--- config.mk ---
export PLATFORM = sky130hd
export DESIGN_NAME = pt_xlate_top
export DESIGN_NICKNAME = d
export VERILOG_FILES = /design/src/rtl/pt_xlate_pkg.sv /design/src/rtl/pt_req_latch.sv /design/src/rtl/pt_pte_eval.sv /design/src/rtl/pt_walk_fsm.sv /design/src/rtl/pt_xlate_top.sv
export SDC_FILE = /design/constraint.sdc
export NUM_CORES = 1
export LEC_CHECK = 0
export ABC_AREA = 0
export BUFFER_PORTS_ARGS = -buffer_cell sky130_fd_sc_hd__buf_2
export CELL_PAD_IN_SITES_DETAIL_PLACEMENT = 0
export CELL_PAD_IN_SITES_GLOBAL_PLACEMENT = 1
export CORE_MARGIN = 4
export CORE_UTILIZATION = 38
export DETAILED_ROUTE_END_ITERATION = 6
export PLACE_DENSITY = 0.76
export SLEW_MARGIN = 20
export SYNTH_ARGS = -nofsm -noshare
export SYNTH_HDL_FRONTEND = slang
export SYNTH_SLANG_ARGS = --single-unit
--- constraint.sdc ---
create_clock -name clk -period 2.9 [get_ports clk]
set_clock_uncertainty 0.15 [all_clocks]
set_input_delay 0.58 -clock clk [delete_from_list [all_inputs] [get_ports clk]]
set_output_delay 0.58 -clock clk [all_outputs]
set_load 0.03 [all_outputs]
--- src/rtl/pt_xlate_pkg.sv ---
package pt_xlate_pkg;

  // status bit positions inside a page table entry
  localparam int unsigned PTE_VALID_BIT = 0;
  localparam int unsigned PTE_REF_BIT   = 1;
  localparam int unsigned PTE_DIRTY_BIT = 2;
  localparam int unsigned PTE_WRITE_BIT = 3;

  typedef enum logic [1:0] {
    CAUSE_NONE        = 2'b00,
    CAUSE_NOT_PRESENT = 2'b01,
    CAUSE_WRITE_PROT  = 2'b10
  } fault_cause_e;

  typedef enum logic [2:0] {
    WK_IDLE,
    WK_RD_REQ,
    WK_RD_WAIT,
    WK_EVAL,
    WK_WR_REQ,
    WK_OK,
    WK_FAULT
  } walk_state_e;

endpackage

--- src/rtl/pt_req_latch.sv ---
module pt_req_latch #(
  parameter int unsigned VA_W      = 32,
  parameter int unsigned PAGE_BITS = 12,
  parameter int unsigned PA_W      = 32,
  localparam int unsigned IDX_W    = VA_W - PAGE_BITS
) (
  input  logic                 clk,
  input  logic                 rst_n,
  input  logic                 take,
  input  logic [VA_W-1:0]      in_vaddr,
  input  logic                 in_store,
  input  logic [PA_W-1:0]      in_base,
  output logic [IDX_W-1:0]     page_idx,
  output logic [PAGE_BITS-1:0] page_off,
  output logic                 is_store,
  output logic [PA_W-1:0]      tbl_base
);

  logic [VA_W-1:0] vaddr_q;

  always_ff @(posedge clk or negedge rst_n) begin
    if (!rst_n) begin
      vaddr_q  <= '0;
      is_store <= 1'b0;
      tbl_base <= '0;
    end else if (take) begin
      vaddr_q  <= in_vaddr;
      is_store <= in_store;
      tbl_base <= in_base;
    end
  end

  assign page_idx = vaddr_q[VA_W-1:PAGE_BITS];
  assign page_off = vaddr_q[PAGE_BITS-1:0];

endmodule

--- src/rtl/pt_pte_eval.sv ---
module pt_pte_eval
  import pt_xlate_pkg::*;
#(
  parameter int unsigned PTE_W     = 32,
  parameter int unsigned FRAME_W   = 20,
  parameter int unsigned PAGE_BITS = 12,
  localparam int unsigned PA_W     = FRAME_W + PAGE_BITS
) (
  input  logic [PTE_W-1:0]     pte,
  input  logic                 is_store,
  input  logic [PAGE_BITS-1:0] page_off,
  output logic                 present,
  output logic                 wp_hit,
  output logic [PTE_W-1:0]     pte_next,
  output logic                 needs_write,
  output logic [PA_W-1:0]      paddr
);

  logic [PTE_W-1:0] set_mask;

  always_comb begin
    set_mask = '0;
    set_mask[PTE_REF_BIT] = 1'b1;
    if (is_store) set_mask[PTE_DIRTY_BIT] = 1'b1;
  end

  assign present     = pte[PTE_VALID_BIT];
  assign wp_hit      = is_store && !pte[PTE_WRITE_BIT];
  assign pte_next    = pte | set_mask;
  assign needs_write = (pte_next != pte);
  assign paddr       = {pte[PTE_W-1 -: FRAME_W], page_off};

endmodule

--- src/rtl/pt_walk_fsm.sv ---
module pt_walk_fsm
  import pt_xlate_pkg::*;
#(
  parameter int unsigned PTE_W = 32,
  parameter int unsigned PA_W  = 32
) (
  input  logic             clk,
  input  logic             rst_n,
  input  logic             req_valid,
  output logic             req_ready,
  output logic             take,
  input  logic [PA_W-1:0]  entry_addr,
  output logic             mem_req_valid,
  input  logic             mem_req_ready,
  output logic             mem_req_write,
  output logic [PA_W-1:0]  mem_req_addr,
  output logic [PTE_W-1:0] mem_req_wdata,
  input  logic             mem_rsp_valid,
  input  logic [PTE_W-1:0] mem_rsp_rdata,
  output logic [PTE_W-1:0] pte_q,
  input  logic             present,
  input  logic             wp_hit,
  input  logic             needs_write,
  input  logic [PTE_W-1:0] pte_next,
  output logic             done,
  output logic             fault,
  output logic [1:0]       cause
);

  walk_state_e  state_q, state_d;
  fault_cause_e cause_q, cause_d;

  assign req_ready = (state_q == WK_IDLE);
  assign take      = req_valid && req_ready;

  always_comb begin
    state_d = state_q;
    cause_d = cause_q;
    unique case (state_q)
      WK_IDLE:    if (take) state_d = WK_RD_REQ;
      WK_RD_REQ:  if (mem_req_ready) state_d = WK_RD_WAIT;
      WK_RD_WAIT: if (mem_rsp_valid) state_d = WK_EVAL;
      WK_EVAL: begin
        if (!present) begin
          state_d = WK_FAULT;
          cause_d = CAUSE_NOT_PRESENT;
        end else if (wp_hit) begin
          state_d = WK_FAULT;
          cause_d = CAUSE_WRITE_PROT;
        end else if (needs_write) begin
          state_d = WK_WR_REQ;
        end else begin
          state_d = WK_OK;
        end
      end
      WK_WR_REQ:  if (mem_req_ready) state_d = WK_OK;
      WK_OK:      state_d = WK_IDLE;
      WK_FAULT:   state_d = WK_IDLE;
      default:    state_d = WK_IDLE;
    endcase
  end

  always_ff @(posedge clk or negedge rst_n) begin
    if (!rst_n) begin
      state_q <= WK_IDLE;
      cause_q <= CAUSE_NONE;
      pte_q   <= '0;
    end else begin
      state_q <= state_d;
      cause_q <= cause_d;
      if (state_q == WK_RD_WAIT && mem_rsp_valid) pte_q <= mem_rsp_rdata;
    end
  end

  assign mem_req_valid = (state_q == WK_RD_REQ) || (state_q == WK_WR_REQ);
  assign mem_req_write = (state_q == WK_WR_REQ);
  assign mem_req_addr  = entry_addr;
  assign mem_req_wdata = (state_q == WK_WR_REQ) ? pte_next : '0;

  assign done  = (state_q == WK_OK);
  assign fault = (state_q == WK_FAULT);
  assign cause = fault ? cause_q : CAUSE_NONE;

  // a stalled memory request keeps every field
  assert_req_hold_R10: assert property (@(posedge clk) disable iff (!rst_n)
    (mem_req_valid && !mem_req_ready) |=>
      (mem_req_valid && $stable(mem_req_addr) && $stable(mem_req_write)
       && $stable(mem_req_wdata)));

  // results never overlap
  assert_result_excl_R8: assert property (@(posedge clk) disable iff (!rst_n)
    !(done && fault));

  // each result lasts one cycle, and no new request is taken meanwhile
  assert_result_pulse_R8: assert property (@(posedge clk) disable iff (!rst_n)
    (done || fault) |-> (!req_ready ##1 (!done && !fault)));

  // any write-back carries the referenced and valid bits
  assert_wb_ref_R5: assert property (@(posedge clk) disable iff (!rst_n)
    (mem_req_valid && mem_req_write) |->
      (mem_req_wdata[PTE_REF_BIT] && mem_req_wdata[PTE_VALID_BIT]));

  // a fault is never preceded by a write-back of the same access
  assert_fault_no_wb_R3: assert property (@(posedge clk) disable iff (!rst_n)
    (mem_req_valid && mem_req_write) |=> !fault);

endmodule

--- src/rtl/pt_xlate_top.sv ---
module pt_xlate_top
  import pt_xlate_pkg::*;
#(
  parameter int unsigned VA_W      = 32,
  parameter int unsigned PAGE_BITS = 12,
  parameter int unsigned FRAME_W   = 20,
  parameter int unsigned PTE_W     = 32,
  localparam int unsigned PA_W     = FRAME_W + PAGE_BITS,
  localparam int unsigned IDX_W    = VA_W - PAGE_BITS,
  localparam int unsigned PTE_SH   = $clog2(PTE_W / 8)
) (
  input  logic             clk,
  input  logic             rst_n,
  input  logic [PA_W-1:0]  pt_base,
  input  logic             req_valid,
  output logic             req_ready,
  input  logic [VA_W-1:0]  req_vaddr,
  input  logic             req_store,
  output logic             xl_done,
  output logic [PA_W-1:0]  xl_paddr,
  output logic             xl_fault,
  output logic [1:0]       xl_cause,
  output logic             mem_req_valid,
  input  logic             mem_req_ready,
  output logic             mem_req_write,
  output logic [PA_W-1:0]  mem_req_addr,
  output logic [PTE_W-1:0] mem_req_wdata,
  input  logic             mem_rsp_valid,
  input  logic [PTE_W-1:0] mem_rsp_rdata
);

  logic                 take;
  logic [IDX_W-1:0]     page_idx;
  logic [PAGE_BITS-1:0] page_off;
  logic                 is_store;
  logic [PA_W-1:0]      tbl_base;
  logic [PA_W-1:0]      entry_addr;
  logic [PTE_W-1:0]     pte_q;
  logic [PTE_W-1:0]     pte_next;
  logic                 present;
  logic                 wp_hit;
  logic                 needs_write;
  logic [PA_W-1:0]      paddr_c;

  pt_req_latch #(
    .VA_W(VA_W), .PAGE_BITS(PAGE_BITS), .PA_W(PA_W)
  ) u_latch (
    .clk(clk), .rst_n(rst_n), .take(take),
    .in_vaddr(req_vaddr), .in_store(req_store), .in_base(pt_base),
    .page_idx(page_idx), .page_off(page_off), .is_store(is_store),
    .tbl_base(tbl_base)
  );

  assign entry_addr = tbl_base + (PA_W'(page_idx) << PTE_SH);

  pt_pte_eval #(
    .PTE_W(PTE_W), .FRAME_W(FRAME_W), .PAGE_BITS(PAGE_BITS)
  ) u_eval (
    .pte(pte_q), .is_store(is_store), .page_off(page_off),
    .present(present), .wp_hit(wp_hit), .pte_next(pte_next),
    .needs_write(needs_write), .paddr(paddr_c)
  );

  pt_walk_fsm #(
    .PTE_W(PTE_W), .PA_W(PA_W)
  ) u_fsm (
    .clk(clk), .rst_n(rst_n),
    .req_valid(req_valid), .req_ready(req_ready), .take(take),
    .entry_addr(entry_addr),
    .mem_req_valid(mem_req_valid), .mem_req_ready(mem_req_ready),
    .mem_req_write(mem_req_write), .mem_req_addr(mem_req_addr),
    .mem_req_wdata(mem_req_wdata),
    .mem_rsp_valid(mem_rsp_valid), .mem_rsp_rdata(mem_rsp_rdata),
    .pte_q(pte_q), .present(present), .wp_hit(wp_hit),
    .needs_write(needs_write), .pte_next(pte_next),
    .done(xl_done), .fault(xl_fault), .cause(xl_cause)
  );

  assign xl_paddr = xl_done ? paddr_c : '0;

endmodule

# --- Yosys cells after proc, flatten, opt, wreduce, memory -nomap -nowiden ---
# Index checks and enable logic that the tools add are counted.
classes:
  add_sub_neg: 1
  n_eq_ne: 12
  muxes: 14
  bitwise: 1
  n_reduce_logical: 8
op_table:
  columns: ["operator", "n"]
  rows:
  - ["$mux W32", 2]
  - ["$add A32 B22 Y32", 1]
  - ["$ne A32 B32 Y1", 1]
  - ["$or A32 B3 Y32", 1]
  - ["$mux W3", 6]
  - ["$pmux W3 S5", 1]
  - ["$ne A2 B2 Y1 const B", 5]
  - ["$eq A3 B3 Y1 const B", 3]
  - ["$eq A3 B2 Y1 const B", 2]
  - ["$mux W2", 3]
  - ["$reduce_and A4 Y1", 1]
  - ["$eq A3 B1 Y1 const B", 1]
  - ["$logic_and A1 B1 Y1", 3]
  - ["$logic_not A3 Y1", 1]
  - ["$mux W1", 2]
  - ["$reduce_and A2 Y1", 1]
  - ["$logic_not A1 Y1", 1]
  - ["$logic_or A1 B1 Y1", 1]
totals:
  ff_bits: 102
  inputBits: 102
  output_inout_bits: 103

# --- Longest topological paths before layout ---
# Gate-level depths: netlist of run 1.
logic_depth:
  depth_word: 7
  depth_mapped: 9
  mapped_depth_nobuf: 9

# --- Hierarchy ---
# Synthesis of run 1 repeated with hierarchy kept, for this count alone.
hier_totals:
  cells_unflattened: 605
  hier_area_um2: 6836.6
by_module_without_submodules:
  columns: ["module", "instances", "cells_each", "area_per_inst_um2", "seq_area_each_um2"]
  rows:
  - ["pt_req_latch", 1, 137, 2618.8, 1626.6]
  - ["pt_walk_fsm", 1, 171, 2119.5, 925.9]
  - ["pt_xlate_top", 1, 228, 1595.3, 0.0]
  - ["pt_pte_eval", 1, 69, 503.0, 0.0]

# --- Least setup slack after synthesis of run 1 ---
# No wires, ideal clock.
synth_path:
  kind: "register to output"
  startpoint: "register u_latch.vaddr_q[12]"
  endpoint: "output port mem_req_addr[12]"
  t_arrival_ns: 2.834
  required_time_ns: 2.170
  slack_ns: -0.664
  path_stages_with_launch: 9
  path_buffers: 0
  path_cell_list: "dfrtp_1 ha_1 inv_1 fa_1 and2b_1 o2111ai_1 a21boi_1 o31ai_1 o311ai_0"
synth_between:
  elab_chain_len: 1
synth_rtl:
  columns: ["item", "line", "source"]
  rows:
  - ["from (decl)", "pt_req_latch.sv:19", "logic [VA_W-1:0] vaddr_q;"]
  - ["from (signal assigned)", "pt_req_latch.sv:27", "vaddr_q <= in_vaddr;"]
  - ["$add A32 B22 Y32", "pt_xlate_top.sv:54", "assign entry_addr = tbl_base + (PA_W'(page_idx) << PTE_SH);"]
  - ["to (decl)", "pt_xlate_top.sv:26", "output logic [PA_W-1:0] mem_req_addr,"]
# No other way between the ends.

# --- Worst setup path in the final report of run 1 ---
layout_path:
  startpoint: "register u_latch.vaddr_q[12]"
  endpoint: "output port mem_req_addr[18]"
# Same word-level chain as after synthesis.

==> results of run 1 <==
-- worst max-delay path, delay by kind of cell (launching register included) --
family	cells	cell delay, ns
buffers and inverters	2	0.22
AND/OR/NAND/NOR	3	0.60
AO/OA/AOI/OAI	3	0.56
flip-flops	1	0.40
adder cells (fa/ha/maj)	2	0.49
-- layer usage --
metal / global-route usage (%) / wire length, um
met5: 0 / 0
met1: 21.2 / 6710
met2: 34.6 / 8590
met3: 5.20 / 907
met4: 5.60 / 279
-- repair_timing --
| action | in CTS | in global routing |
|---|---|---|
| resized for setup | 85 | 27 |
| pin swaps | 32 | 29 |
| hold buffers | 0 | 0 |
| buffers inserted | 10 | 12 |
| setup endpoints to repair | 24 | 25 |
-- per-stage QoR --
stage	utilization, %	cell area [um2]	std cells	hold slack [ns]
floorplan	-	5890	527	0.134
global placement	49.1	7250	914	0.321
detailed placement	49.1	7250	914	0.333
CTS	54.8	8080	938	0.142
global route	56.1	8280	947	0.169
finish	56.1	8280	947	0.120
-- registers in the layout, summed over array words and instances (netlist names) --
signal / flops
u_latch.vaddr_q: 32
u_fsm.cause_q: 2
u_latch.is_store: 1
u_fsm.pte_q: 32
u_latch.tbl_base: 32
u_fsm.state_q: 3
-- final timing paths --
kind	startpoint	slack (ns)	cells after the start	end
worst min-delay path	rst_n	0.12	1	u_latch.vaddr_q[20]
min in group clk	req_vaddr[0]	0.30	2	u_latch.vaddr_q[0]
worst max-delay path	u_latch.vaddr_q[12]	-0.47	10	mem_req_addr[18]
worst min register to register	u_fsm.cause_q[0]	0.34	2	u_fsm.cause_q[0]
max in group asynchronous	rst_n	1.77	2	u_fsm.pte_q[12]
worst max register to register	u_fsm.state_q[2]	0.78	5	u_fsm.pte_q[24]
-- cell type report --
class / count / area (um2) / share of cell area [%]
Timing Repair Buffer: 257 / 1560 / 18.8
Multi-Input combinational cell: 381 / 3600 / 43.5
Sequential cell: 102 / 2550 / 30.8
Clock inverter: 5 / 66.3 / 0.801
Inverter: 8 / 30.0 / 0.363
Tap cell: 184 / 230 / 2.78
Clock buffer: 10 / 239 / 2.89
-- cell families (layout without fill, tap and decap cells) --
group	count (synthesis)	after routing
buffers and inverters	44	280
and+or+nand+nor	153	153
DFF	102	102
adders and majority gates	21	21
xor gates and xnor gates	24	24
AOI/OAI and AO/OA	87	87
muxes	96	96
-- cell usage in the layout, fill, tap and decap left out, types with 12 or more instances in the layout --
cell type,synthesis,layout
ha_4,0,17
nand2_1,27,27
and3_1,33,33
buf_2,9,178
a21oi_1,24,12
nor2_1,20,18
mux2_2,96,96
buf_6,0,13
buf_4,12,64
and2_1,37,36
dfrtp_1,102,102
==> results.py, run 1 <==
metrics = {
    "status": {
        "status": "complete, but fails checks",
        "violations": "setup timing",
    },
    "logic_synthesis": {
        "async_reset_ff_share_pct": 100,
        "synth-seq-cells": 102,
        "syn_area_um2": 5810,
        "synthXorXnorAreaFrac_pct": 3.62,
        "yosysTopAreaCell": "dfrtp_1",
        "synth_common_cells": "dfrtp_1, mux2_2, and2_1",
        "yosysMostFrequentCell": "dfrtp_1",
        "synthTopCellsByArea": "dfrtp_1, mux2_2, ha_1",
        "seq_area_frac_synth_pct": 43.9,
        "synth_edf_count": 0,
        "synth.top_cell.area_share_pct": 43.9,
        "synth.net_count": 650,
        "synthMuxAreaShare_pct": 18.6,
        "yosysWarnings": 0,
        "ys_types": 61,
        "synthAdderAreaFrac_pct": 4.65,
        "synth-compound-area-share_pct": 10.7,
        "netlist_instances": 527,
        "synth-simple-area-share_pct": 14.7,
        "synth_top_family_by_area": "multiplexers",
        "avgSynthCellArea_um2": 11.0,
        "synth_ff_type": "dfrtp_1",
    },
    "critical_path": {
        "slowest_stage": "dfrtp_1",
        "arrival_ns": 2.64,
        "max_stage_delay_ns": 0.40,
        "crit_fanout": 4,
        "path_class": "reg2out",
        "cp-start-kind": "flop",
        "worstPathRequired_ns": 2.17,
        "crit_chain": "ha_4 -> inv_2 -> fa_2 -> and2b_2 -> o2111ai_4 -> a21oi_4 -> o21bai_1 -> nor4bb_1 -> nor3_2 -> buf_4",
        "setup.worst_path.end_class": "output port",
    },
    "floorplanning": {
        "rows": 44,
        "start_util_pct": 39.4,
        "ios": 205,
        "die_w_um": 132,
        "core_um2": 14800,
        "dieArea_um2": 17300,
        "die-height_um": 132,
    },
    "global_routing": {
        "grt_usage_pct": 18.8,
        "grt_pass1_wl_um": 26800,
        "grt_remaining_overflow": 0,
        "antenna_found_initial": 0,
        "grt_pass1_vias": 5379,
        "grt_max_degree": 68,
    },
    "sta": {
        "setup_tns_ns": -6.99,
        "slew_violations": 0,
        "setup_viol": 23,
        "fin_ws_ns": -0.469,
        "slew_headroom_pct": 52.6,
        "finalHoldViolations": 0,
        "rsz0062_at_grt": "true",
        "fin_crit_ns": 3.37,
        "fmax_mhz": 297,
        "finalCritPeriodShare_pct": 116,
        "tightest_slew_ns": 0.711,
    },
    "place": {
        "io_buffers": 204,
        "gp_congestion": 0.826,
        "post-place-ws_ns": -0.245,
        "dp_hpwl_um": 11800,
    },
    "final_layout": {
        "diodes": 0,
        "syn_to_final_growth_pct": 42.4,
        "fin_nets": 882,
        "drive_gt1_share_pct": 58.5,
        "fill_cells": 1275,
    },
    "routing": {
        "ant_nets": 0,
        "drc_errors": 0,
        "vias": 4941,
        "drt_iter0_markers": 204,
        "wl_um": 16500,
        "avgRoutedWirePerCell_um": 17.4,
        "viasPerCell": 5.22,
        "dr.pass1.iters": 4,
    },
    "clock_network": {
        "htreeDepth": 3,
        "clock_latency_ns": 0.35,
        "cts_tree": "yes",
        "clockBufferDepth": 2,
        "root_buffer": "clkbuf_16",
        "clkTransAtPathRegs_ns": 0.07,
        "cts.sinks": 102,
        "numCtsBuffers": 9,
    },
    "run": {
        "maxCapViolations": 0,
    },
    "min_path": {
        "hold_class": "in2async",
    },
}
Power of run 1 is left out: the tool's default activity adds up to more than one toggle a clock period on the data nets, which glitch-free logic cannot reach.
==> inputs of run 2 (changes only) <==
--- a/config.mk
+++ b/config.mk
@@ -12,6 +12,7 @@
 export CORE_MARGIN = 4
 export CORE_UTILIZATION = 38
 export DETAILED_ROUTE_END_ITERATION = 6
+export MAX_ROUTING_LAYER = met4
 export PLACE_DENSITY = 0.76
 export SLEW_MARGIN = 20
 export SYNTH_ARGS = -nofsm -noshare
==> results.py, run 2 (same netlist as run 1, synthesis figures left out) <==
metrics = {
    "critical_path": {
        "arrival_ns": 2.64,
        "slowest_stage": "dfrtp_1",
        "cp-start-kind": "flop",
        "setup.worst_path.end_class": "output port",
        "worstPathRequired_ns": 2.17,
        "crit_chain": "ha_4 -> inv_2 -> fa_2 -> and2b_2 -> o2111ai_4 -> a21oi_4 -> o21bai_1 -> nor4bb_1 -> nor3_2 -> buf_4",
        "crit_fanout": 4,
        "max_stage_delay_ns": 0.40,
        "path_class": "reg2out",
    },
    "status": {
        "status": "complete, but fails checks",
        "violations": "setup timing",
    },
    "sta": {
        "finalCritPeriodShare_pct": 116,
        "setup_viol": 23,
        "slew_violations": 0,
        "slew_headroom_pct": 52.5,
        "fin_crit_ns": 3.37,
        "fmax_mhz": 297,
        "setup_tns_ns": -6.89,
        "tightest_slew_ns": 0.712,
        "rsz0062_at_grt": "true",
        "fin_ws_ns": -0.467,
        "finalHoldViolations": 0,
    },
    "floorplanning": {
        "die-height_um": 132,
        "rows": 44,
        "dieArea_um2": 17300,
        "start_util_pct": 39.4,
        "die_w_um": 132,
        "ios": 205,
        "core_um2": 14800,
    },
    "place": {
        "gp_congestion": 0.839,
        "place_area_um2": 7250,
        "io_buffers": 204,
        "post-place-ws_ns": -0.245,
        "dp_hpwl_um": 11800,
    },
    "routing": {
        "vias": 4950,
        "viasPerCell": 5.23,
        "drc_errors": 0,
        "wl_um": 16500,
        "avgRoutedWirePerCell_um": 17.4,
        "drt_iter0_markers": 197,
        "dr.pass1.iters": 4,
        "ant_nets": 0,
    },
    "final_layout": {
        "diodes": 0,
        "largestRegisters": "u_fsm.pte_q: 32 flops, u_latch.tbl_base: 32 flops, u_latch.vaddr_q: 32 flops",
        "drive_gt1_share_pct": 58.5,
        "fill_cells": 1275,
        "most-common-layout-cells": "buf_2, dfrtp_1, mux2_2, buf_4, and2_1",
        "fin_nets": 882,
        "final_common_cell": "buf_2",
        "design_area_um2": 8280,
        "syn_to_final_growth_pct": 42.4,
        "utilization_pct": 56.1,
    },
    "global_routing": {
        "grt_pass1_vias": 5394,
        "grt_pass1_wl_um": 26800,
        "grt_remaining_overflow": 0,
        "grt_usage_pct": 19.4,
        "antenna_found_initial": 0,
        "grt_max_degree": 68,
    },
    "clock_network": {
        "clock_latency_ns": 0.35,
        "hold_buffers": 0,
        "numCtsBuffers": 9,
        "cts.sinks": 102,
        "cts_tree": "yes",
        "clkTransAtPathRegs_ns": 0.07,
        "root_buffer": "clkbuf_16",
        "clockBufferDepth": 2,
        "htreeDepth": 3,
    },
    "min_path": {
        "hold_class": "in2async",
    },
    "run": {
        "maxCapViolations": 0,
    },
}
run 2: final timing paths:
kind	startpoint	end	slack (ns)	depth (start not counted)
min in group clk	req_vaddr[0]	u_latch.vaddr_q[0]	0.30	2
min reg2reg	u_fsm.cause_q[0]	u_fsm.cause_q[0]	0.34	2
max	u_latch.vaddr_q[12]	mem_req_addr[18]	-0.47	10
min	rst_n	u_latch.vaddr_q[20]	0.12	1
max reg2reg	u_fsm.state_q[2]	u_fsm.pte_q[21]	0.77	5
max in group asynchronous	rst_n	u_fsm.pte_q[12]	1.77	2
run 2: area by class of cell:
class | instances | area [um2] | area share [%]
multi-input cells | 381 | 3600 | 43.5
flip-flops and latches | 102 | 2550 | 30.8
repair buffers | 257 | 1560 | 18.8
clock buffers | 10 | 239 | 2.89
well taps | 184 | 230 | 2.78
clock inverters | 5 | 66.3 | 0.801
inverters | 8 | 30.0 | 0.363
run 2: stage by stage:
| stage | hold WS, ns | instances |
|---|---|---|
| CTS | 0.142 | 938 |
| finish | 0.120 | 947 |
| global route | 0.169 | 947 |
| floorplan | 0.134 | 527 |
| global placement | 0.321 | 914 |
| detailed placement | 0.333 | 914 |
run 2: timing repair:
action | CTS | global route
resized for setup | 85 | 27
pin swaps | 32 | 29
endpoints found under the setup margin | 24 | 25
setup buffers | 10 | 12
run 2: per-layer routing:
| metal | part of all wire [%] | wire (um) | up-vias | global-route usage (%) |
|---|---|---|---|---|
| met1 | 41 | 6820 | 2448 | 21.8 |
| met3 | 4.6 | 765 | 20 | 4.43 |
| met2 | 52 | 8640 | 148 | 34.6 |
| met5 | 0 | 0 | - | - |
| met4 | 1.7 | 279 | 0 | 5.60 |
| li1 | - | - | 2334 | - |
run 2: critical path: cells and delay by family, from the launching register on:
| family | cells | cell delay, ns |
|---|---|---|
| buffers and inverters | 2 | 0.22 |
| adder cells (fa/ha/maj) | 2 | 0.49 |
| AO/OA/AOI/OAI | 3 | 0.56 |
| AND/OR/NAND/NOR | 3 | 0.60 |
| flip-flops | 1 | 0.40 |
Power of run 2 is left out for the same reason.
==> inputs of run 3 (changes only) <==
--- a/config.mk
+++ b/config.mk
@@ -5,15 +5,15 @@
 export SDC_FILE = /design/constraint.sdc
 export NUM_CORES = 1
 export LEC_CHECK = 0
-export ABC_AREA = 0
+export ABC_AREA = 1
 export BUFFER_PORTS_ARGS = -buffer_cell sky130_fd_sc_hd__buf_2
 export CELL_PAD_IN_SITES_DETAIL_PLACEMENT = 0
 export CELL_PAD_IN_SITES_GLOBAL_PLACEMENT = 1
 export CORE_MARGIN = 4
-export CORE_UTILIZATION = 38
+export CORE_UTILIZATION = 36
 export DETAILED_ROUTE_END_ITERATION = 6
 export MAX_ROUTING_LAYER = met4
-export PLACE_DENSITY = 0.76
+export PLACE_DENSITY = 0.77
 export SLEW_MARGIN = 20
 export SYNTH_ARGS = -nofsm -noshare
 export SYNTH_HDL_FRONTEND = slang
==> results.py, run 3 <==
metrics = {
    "critical_path": {
        "setup.worst_path.end_class": "output port",
        "crit_fanout": 4,
        "cp-start-kind": "flop",
        "arrival_ns": 2.19,
        "worstPathRequired_ns": 2.17,
        "ff2ff_path_depth": 7,
        "path_class": "reg2out",
    },
    "clock_network": {
        "root_buffer": "clkbuf_16",
        "htreeDepth": 3,
        "numCtsBuffers": 9,
        "cts_tree": "yes",
        "clock_latency_ns": 0.35,
        "clockBufferDepth": 2,
        "clkTransAtPathRegs_ns": 0.08,
        "cts.sinks": 102,
        "hold_buffers": 0,
    },
    "place": {
        "dp_hpwl_um": 13300,
        "io_buffers": 204,
        "gp_congestion": 0.892,
    },
    "logic_synthesis": {
        "synth_common_cells": "nand2_1, nor2_1, inv_1",
        "seq_area_frac_synth_pct": 41.9,
        "avgSynthCellArea_um2": 7.43,
        "synth.net_count": 943,
        "synth-seq-cells": 102,
        "synthTopCellsByArea": "dfrtp_1, nand2_1, nor2_1",
        "yosysTopAreaCell": "dfrtp_1",
        "netlist_instances": 820,
        "synth_ff_type": "dfrtp_1",
        "synth_edf_count": 0,
        "ys_types": 33,
        "syn_area_um2": 6090,
        "yosysWarnings": 0,
        "synth.top_cell.area_share_pct": 41.9,
        "async_reset_ff_share_pct": 100,
        "yosysMostFrequentCell": "nand2_1",
    },
    "global_routing": {
        "antenna_found_initial": 3,
        "grt_max_degree": 62,
        "grt_usage_pct": 18.5,
        "grt_pass1_vias": 5731,
        "grt_remaining_overflow": 0,
        "grt_pass1_wl_um": 28200,
    },
    "floorplanning": {
        "core_um2": 16600,
        "start_util_pct": 36.7,
        "ios": 205,
        "rows": 47,
        "die-height_um": 138,
        "dieArea_um2": 19100,
        "die_w_um": 138,
    },
    "sta": {
        "setup_tns_ns": -0.0190,
        "fin_crit_ns": 2.92,
        "fin_ws_ns": -0.0190,
        "tightest_slew_ns": 0.787,
        "slew_violations": 0,
        "fmax_mhz": 343,
        "slew_headroom_pct": 47.6,
        "finalHoldViolations": 0,
        "finalCritPeriodShare_pct": 101,
        "rsz0062_at_grt": "true",
        "setup_viol": 1,
    },
    "final_layout": {
        "most-common-layout-cells": "buf_2, nand2_1, nor2_1, inv_1, dfrtp_1",
        "drive_gt1_share_pct": 31.8,
        "final_common_cell": "buf_2",
        "largestRegisters": "u_fsm.pte_q: 32 flops, u_latch.tbl_base: 32 flops, u_latch.vaddr_q: 32 flops",
        "syn_to_final_growth_pct": 35.0,
        "fin_nets": 1149,
        "fill_cells": 1680,
    },
    "routing": {
        "wl_um": 17200,
        "dr.pass1.iters": 6,
        "viasPerCell": 4.57,
        "avgRoutedWirePerCell_um": 13.7,
        "drc_errors": 0,
        "ant_nets": 0,
        "drt_iter0_markers": 165,
        "vias": 5729,
    },
    "status": {
        "status": "complete, but fails checks",
        "violations": "setup timing",
    },
    "min_path": {
        "hold_class": "in2async",
    },
    "run": {
        "maxCapViolations": 0,
    },
}
-- run 3: cell count changes after synthesis, sizes merged, moves of 34 or more --
cell   change
nor2     +135
and3      -34
inv      +130
a21oi     +43
mux2      -55
and2      -36
nand2    +161
-- run 3: path summary, 6_finish.rpt --
| check | start | slack (ns) | endpoint |
|---|---|---|---|
| min in group clk | pt_base[5] | 0.28 | u_latch.tbl_base[5] |
| worst min register to register | u_fsm.cause_q[0] | 0.34 | u_fsm.cause_q[0] |
| max in group asynchronous | rst_n | 1.94 | u_latch.vaddr_q[7] |
| worst max-delay path | u_latch.tbl_base[2] | -0.02 | mem_req_addr[16] |
| worst max register to register | u_fsm.state_q[0] | 0.89 | u_latch.tbl_base[25] |
| worst min-delay path | rst_n | 0.04 | u_latch.vaddr_q[17] |
-- run 3: cell type report --
cell class                      instances  area [um2]  share of cell area, %
Multi-Input combinational cell        554        3320                   40.3
Sequential cell                       102        2550                   31.0
Timing Repair Buffer                  219        1250                   15.2
Inverter                              140         526                   6.39
Tap cell                              220         275                   3.35
Clock buffer                            9         225                   2.74
Clock inverter                          7        77.6                  0.943
Antenna cell                            3        7.51                 0.0913
-- run 3: routing by layer --
| metal | wire length, um | vias to the layer above | GRT usage [%] |
|---|---|---|---|
| met5 | 0 | - | - |
| met4 | 244 | 0 | 4.11 |
| met3 | 1070 | 17 | 5.11 |
| met2 | 8460 | 168 | 31.6 |
| met1 | 7450 | 2602 | 22.0 |
| li1 | - | 2942 | - |
-- run 3: cell families after synthesis --
group,share of synthesized area (%)
AND/OR/NAND/NOR,26.5
buffers and inverters,11.0
flip-flops,41.9
AO/OA/AOI/OAI,6.76
multiplexers,7.58
adder cells (fa/ha/maj),4.44
XOR/XNOR,1.87
-- run 3: through the flow --
step           setup slack, ns  hold WS [ns]  utilization [%]  instances  area, um2
2_1_floorplan            0.255         0.134                -        820       6090
3_3_place_gp             0.154         0.320             44.4       1231       7360
3_5_place_dp             0.112         0.328             44.4       1231       7360
4_1_cts                0.00268        0.0377             47.5       1249       7880
5_1_grt                 -0.133        0.0599             49.6       1254       8230
6_report               -0.0190        0.0371             49.6       1254       8230
-- run 3: critical path: stages (launching register included) --
cell and delay (ns):
dfrtp_1 0.36, ha_2 0.20, inv_2 0.04, fa_2 0.37, inv_2 0.10, nand3_4 0.07, nand3_4 0.10, nand2_2 0.08
nand2_4 0.08, nand3_2 0.08, a21o_1 0.16, nand2_1 0.06, buf_6 0.13
-- run 3: repair_timing --
action                                  4_1_cts  5_1_grt
resized for setup                            49       81
endpoints found under the setup margin       22       23
buffers inserted                              2        2
pin swaps                                     7       11
Power of run 3 is left out for the same reason.
